--- config.mk ---
export PLATFORM = sky130hd
export DESIGN_NAME = pm_ctrl
export DESIGN_NICKNAME = d
export VERILOG_FILES = /design/src/rtl/pm_pkg.sv /design/src/rtl/pm_sync.sv /design/src/rtl/pm_wake_decode.sv /design/src/rtl/pm_fsm.sv /design/src/rtl/pm_ctrl.sv
export SDC_FILE = /design/constraint.sdc
export NUM_CORES = 1
export LEC_CHECK = 0
export ABC_AREA = 1
export CAP_MARGIN = 5
export CORE_AREA = 5 5 42 44
export DETAILED_ROUTE_END_ITERATION = 10
export DIE_AREA = 0 0 47 49
export DONT_BUFFER_PORTS = 1
export RECOVER_POWER = 50
export SYNTH_ARGS = -nofsm -noshare
export SYNTH_HDL_FRONTEND = slang
export SYNTH_HIERARCHICAL = 1
export SYNTH_SLANG_ARGS = --single-unit
--- constraint.sdc ---
create_clock -name clk -period 2.86 [get_ports clk]
set_clock_uncertainty 0.1 [all_clocks]
set_input_delay 0.286 -clock clk [delete_from_list [all_inputs] [get_ports clk]]
set_output_delay 0.286 -clock clk [all_outputs]
set_load 0.01 [all_outputs]
--- src/rtl/pm_pkg.sv ---
`timescale 1ns/1ps
package pm_pkg;

    localparam int unsigned PM_NUM_STATES = 4;
    localparam int unsigned PM_STATE_W    = $clog2(PM_NUM_STATES);
    localparam int unsigned PM_NUM_WAKE   = 3;
    localparam int unsigned PM_NUM_CLKS   = 3;

    // Codes are visible at the ports; order is depth of power saving.
    typedef enum logic [PM_STATE_W-1:0] {
        PM_FULL  = 2'b00,
        PM_DOZE  = 2'b01,
        PM_NAP   = 2'b10,
        PM_SLEEP = 2'b11
    } pm_state_e;

    // Mode request bits as presented by the control register.
    typedef struct packed {
        logic enable;
        logic sleep_sel;
        logic nap_sel;
        logic doze_sel;
    } pm_mode_t;

    // Synchronized wake sources, all active-high after conditioning.
    typedef struct packed {
        logic nmi;
        logic addr_hit;
        logic bus_req;
    } pm_wake_t;

    // Exit conditions summarised per depth class.
    typedef struct packed {
        logic light;  // exits doze and nap
        logic deep;   // exits sleep
    } pm_exit_t;

    // Clock-enable bundle; bit order matches clk_en_o.
    typedef struct packed {
        logic snoop;
        logic periph;
        logic core;
    } pm_clken_t;

    // Deepest permitted target from full power, ignoring wake blocking.
    function automatic pm_state_e pm_entry_target(pm_mode_t m, logic cpu_lp);
        pm_state_e t;
        t = PM_FULL;
        if (m.enable) begin
            if (m.sleep_sel && cpu_lp)     t = PM_SLEEP;
            else if (m.nap_sel && cpu_lp)  t = PM_NAP;
            else if (m.doze_sel)           t = PM_DOZE;
        end
        return t;
    endfunction

    // Each deeper state drops one more clock.
    function automatic pm_clken_t pm_clk_enables(pm_state_e s);
        pm_clken_t e;
        e.core   = (s == PM_FULL);
        e.periph = (s == PM_FULL) || (s == PM_DOZE);
        e.snoop  = (s != PM_SLEEP);
        return e;
    endfunction

    // Whether a given exit summary releases a given low-power state.
    function automatic logic pm_exit_hits(pm_state_e s, pm_exit_t x);
        logic hit;
        unique case (s)
            PM_DOZE, PM_NAP: hit = x.light;
            PM_SLEEP:        hit = x.deep;
            default:         hit = 1'b0;
        endcase
        return hit;
    endfunction

endpackage

--- src/rtl/pm_sync.sv ---
`timescale 1ns/1ps
module pm_sync #(
    parameter int unsigned       WIDTH   = 1,
    parameter int unsigned       STAGES  = 2,
    parameter logic [WIDTH-1:0]  RST_VAL = '0
) (
    input  logic             clk,
    input  logic             rst,
    input  logic [WIDTH-1:0] d,
    output logic [WIDTH-1:0] q
);

    logic [STAGES-1:0][WIDTH-1:0] stg;

    always_ff @(posedge clk) begin
        if (rst) begin
            for (int s = 0; s < STAGES; s++) stg[s] <= RST_VAL;
        end else begin
            stg[0] <= d;
            for (int s = 1; s < STAGES; s++) stg[s] <= stg[s-1];
        end
    end

    assign q = stg[STAGES-1];

endmodule

--- src/rtl/pm_wake_decode.sv ---
`timescale 1ns/1ps
module pm_wake_decode
    import pm_pkg::*;
(
    input  pm_wake_t wake,
    output pm_exit_t exits
);

    // Address hits only matter while the snoop clock is running (doze/nap).
    always_comb begin
        exits.deep  = wake.bus_req | wake.nmi;
        exits.light = exits.deep | wake.addr_hit;
    end

endmodule

--- src/rtl/pm_fsm.sv ---
`timescale 1ns/1ps
module pm_fsm
    import pm_pkg::*;
(
    input  logic      clk,
    input  logic      rst,
    input  logic      hard_rst,
    input  pm_mode_t  mode,
    input  logic      cpu_lp,
    input  pm_exit_t  exits,
    output pm_state_e state
);

    pm_state_e state_q;
    pm_state_e state_d;
    pm_state_e target;

    always_comb begin
        target  = pm_entry_target(mode, cpu_lp);
        state_d = state_q;
        unique case (state_q)
            PM_FULL: begin
                if (target != PM_FULL && !pm_exit_hits(target, exits))
                    state_d = target;
            end
            PM_DOZE: begin
                if (pm_exit_hits(PM_DOZE, exits)) state_d = PM_FULL;
            end
            PM_NAP, PM_SLEEP: begin
                if (pm_exit_hits(state_q, exits) || !cpu_lp) state_d = PM_FULL;
            end
            default: state_d = PM_FULL;
        endcase
    end

    always_ff @(posedge clk or posedge hard_rst) begin
        if (hard_rst)  state_q <= PM_FULL;
        else if (rst)  state_q <= PM_FULL;
        else           state_q <= state_d;
    end

    assign state = state_q;

endmodule

--- src/rtl/pm_ctrl.sv ---
`timescale 1ns/1ps
module pm_ctrl
    import pm_pkg::*;
#(
    parameter int unsigned SYNC_STAGES = 2
) (
    input  logic                     clk,
    input  logic                     rst,
    input  logic                     hard_rst,
    input  logic                     pm_enable,
    input  logic                     doze_sel,
    input  logic                     nap_sel,
    input  logic                     sleep_sel,
    input  logic                     cpu_lp_req,
    input  logic                     bus_req_n,
    input  logic                     addr_hit,
    input  logic                     nmi,
    output logic [PM_STATE_W-1:0]    state_o,
    output logic [PM_NUM_STATES-1:0] state_onehot_o,
    output logic [PM_NUM_CLKS-1:0]   clk_en_o
);

    // Raw wake pins in sync order {nmi, addr_hit, bus_req_n}; idle value 001.
    localparam logic [PM_NUM_WAKE-1:0] WAKE_IDLE = 3'b001;

    logic [PM_NUM_WAKE-1:0] wake_raw;
    logic [PM_NUM_WAKE-1:0] wake_sync;
    pm_wake_t               wake;
    pm_exit_t               exits;
    pm_mode_t               mode;
    pm_state_e              state;
    pm_clken_t              clken;

    assign wake_raw = {nmi, addr_hit, bus_req_n};

    pm_sync #(
        .WIDTH   (PM_NUM_WAKE),
        .STAGES  (SYNC_STAGES),
        .RST_VAL (WAKE_IDLE)
    ) u_sync (
        .clk (clk),
        .rst (rst),
        .d   (wake_raw),
        .q   (wake_sync)
    );

    always_comb begin
        wake.nmi      = wake_sync[2];
        wake.addr_hit = wake_sync[1];
        wake.bus_req  = ~wake_sync[0];
        mode.enable    = pm_enable;
        mode.sleep_sel = sleep_sel;
        mode.nap_sel   = nap_sel;
        mode.doze_sel  = doze_sel;
    end

    pm_wake_decode u_dec (
        .wake  (wake),
        .exits (exits)
    );

    pm_fsm u_fsm (
        .clk      (clk),
        .rst      (rst),
        .hard_rst (hard_rst),
        .mode     (mode),
        .cpu_lp   (cpu_lp_req),
        .exits    (exits),
        .state    (state)
    );

    assign state_o = state;

    for (genvar i = 0; i < PM_NUM_STATES; i++) begin : g_onehot
        assign state_onehot_o[i] = (state_o == PM_STATE_W'(i));
    end

    assign clken    = pm_clk_enables(state);
    assign clk_en_o = clken;

endmodule

==> reports/metrics.cfg <==
[worst_setup_path]
path_cells = inv_1 > ha_1 > nand2_1 > nand2_1 > nand2_1 > nand2_1 > nand2_1 > nand2_2 > nand2_2 > nand2_1 > nand2_1
crit_family = flip-flops
end_kind = flip-flop
cp_common_cell = nand2_1
path_max_fanout = 9
r2r_slack_ns = 1.19
reg2reg_depth = 11
cp_data_required_time_ns = 2.91
critPathKind = flip-flop to flip-flop
critPathSlowestCell = dfrtp_1
cp.arrival_ns = 1.72
cp_num_buf_inv = 1
critPathMaxStageDelay_ns = 0.54
cp-start-kind = flip-flop
crit_cells = 11

[drt]
drt-total-wl_microns = 930
drt-pass1-iter-count = 1
via_count = 446
drt_iter0_drc = 0
drcViolationCount = 0
wl_per_cell_microns = 8.69
ant_nets = 0
routed_via_density = 4.17

[finish]
syn_to_final_growth_pct = 6.30
drive_gt1_share_pct = 11.0
final_util_pct = 43.7
final_common_cell = nand2_1
layout_common_cells = 28 x nand2_1, 19 x inv_1, 11 x nor2_1
final_cell_area_sq_um = 612
final_nets = 111
antenna_cells = 0

[worst_hold_path]
hold_path.class = input pin to flip-flop
hold_depth = 2

[yosys]
netlist_area_sq_um = 576
yosys_warnings = 6
synthCells = 89
avgSynthCellArea_sq_um = 6.47
ys_seq_area_share_pct = 29.6
synthTopCellsByArea = dfxtp_1 21%, nand2_1 18%, ha_1 17%, inv_1 12%, dfrtp_1 8.7%
yosysTopAreaCell = dfxtp_1
synth_top_area_share_pct = 20.9
synth.distinct_cells = 13
ys_seq_elements = 8
syn_nets = 108

[global_route]
grt_pass1_vias = 398
grt_max_degree = 10
globalRouteMet1Util_pct = 8.57
grt_pass1_wl_microns = 1440
grt-ovfl-total = 0
grt_antenna_before_repair = 0
globalRouteMet2Util_pct = 13.6
grt_util_met3_pct = 7.38
grtUsageTotal_pct = 8.59
busiest_layer = met2

[sta]
setup_tns_ns = 0
max_freq_ghz = 0.599
timing.final.crit_period_ns = 1.67
setup_viol = 0
hold_ws_ns = 0.0241
slew_violations = 0
max_slew_margin_pct = 74.5
worst_pin_slew_ns = 0.382
finalHoldViolCount = 0
fin_ws_ns = 1.19
rsz0062_at_grt = false
fin_crit_sh_pct = 58.3

[clocking]
ctsRootBufferMaster = clkbuf_4
cts.clk_slew.worst_paths_ns = 0.06
htreeDepth = 1
clk_latency_ns = 0.26
postCtsResizedCells = 0
clockBufferDepth = 2
cts_setup_buffers = 0
cts_tree = built
cts_made_buffers = 3
cts_sinks = 8

[die]
die_h_microns = 49
rows = 14
initial_utilization_pct = 41.1
dieWidth_microns = 47
fp.dieArea_sq_um = 2300
core_sq_um = 1400
io-pin-count = 20

[pwr]
p_per_area_nw_per_um2 = 458
leakage_nw = 0.385
ir_drop_v = 0.000265

[placed_design]
hpwlAfterDp_microns = 724
dp_worst_setup_slack_ns = 1.20
dpl_cell_area_sq_um = 566
numPortBuffers = 0
gp_congestion = 0.751

[flow_run]
maxCapViolCount = 0

[run_status]
status = completed

-- through the flow --
| stage | std cells | total power, mW |
|---|---|---|
| 2_1_floorplan | 89 | 0.183 |
| 3_3_place_gp | 101 | 0.186 |
| 3_5_place_dp | 101 | 0.188 |
| 4_1_cts | 107 | 0.287 |
| 5_1_grt | 107 | 0.305 |
| 6_report | 107 | 0.280 |
-- registers in the layout, indices dropped and copies added (netlist names) --
name and cells:
u_sync/stg 3, u_fsm/state 2, u_sync/q 3
-- cells by family (layout without fill, tap and decap cells) --
kind of cell	after synthesis	count (layout)	share of synthesized area (%)
and+or+nand+nor	45	45	32.2
DFF	8	8	29.6
adders and majority gates	8	8	17.4
buffers and inverters	28	30	20.9
-- power breakdown --
| part | internal [mW] | switching [mW] |
|---|---|---|
| registers | 0.119 | 0.00929 |
| clock network | 0.0534 | 0.0390 |
| logic | 0.0213 | 0.0385 |
| total | 0.193 | 0.0867 |
-- worst register-to-register path, cell delays in order (launching register included) --
cell and delay [ns]:
dfrtp_1 0.54, inv_1 0.14, ha_1 0.30, nand2_1 0.05
nand2_1 0.05, nand2_1 0.04, nand2_1 0.05, nand2_1 0.05
nand2_2 0.07, nand2_2 0.05, nand2_1 0.05, nand2_1 0.06
-- metal layers --
metal,part of all wire (%),wire length [microns],up-vias
met2,46,427,16
met4,0,0,0
met1,43,402,181
li1,-,-,249
met5,0,0,-
met3,11,100,0
-- final cells by class --
| class | count | area (sq um) |
|---|---|---|
| clock buffers | 4 | 26.3 |
| repair buffers | 2 | 20.0 |
| well taps | 16 | 20.0 |
| multi-input cells | 53 | 285 |
| flip-flops and latches | 8 | 170 |
| fillers | 149 | 790 |
| inverters | 24 | 90.1 |
-- Yosys cell counts (all sizes together) --
cell type	number
nand2	30
inv	23
nor2	12
ha	8
dfxtp	6
buf	4
nand3	3
dfrtp	2
clkinv	1
-- worst paths after layout --
| kind | start | end |
|---|---|---|
| min | bus_req_n | u_sync/stg[0] |
| max | u_fsm/state[0] | u_fsm/state[1] |
| max reg2reg | u_fsm/state[0] | u_fsm/state[1] |
| max in group asynchronous | hard_rst | u_fsm/state[1] |
| min in group asynchronous | hard_rst | u_fsm/state[0] |
| min reg2reg | u_sync/stg[2] | u_sync/q[2] |
-- what timing repair did --
| action | in CTS | in global routing |
|---|---|---|
| hold buffers | 2 | 0 |
| setup endpoints to repair | 0 | 0 |
| endpoints found under the hold margin | 7 | 0 |
(Power assumes the default switching activity.)
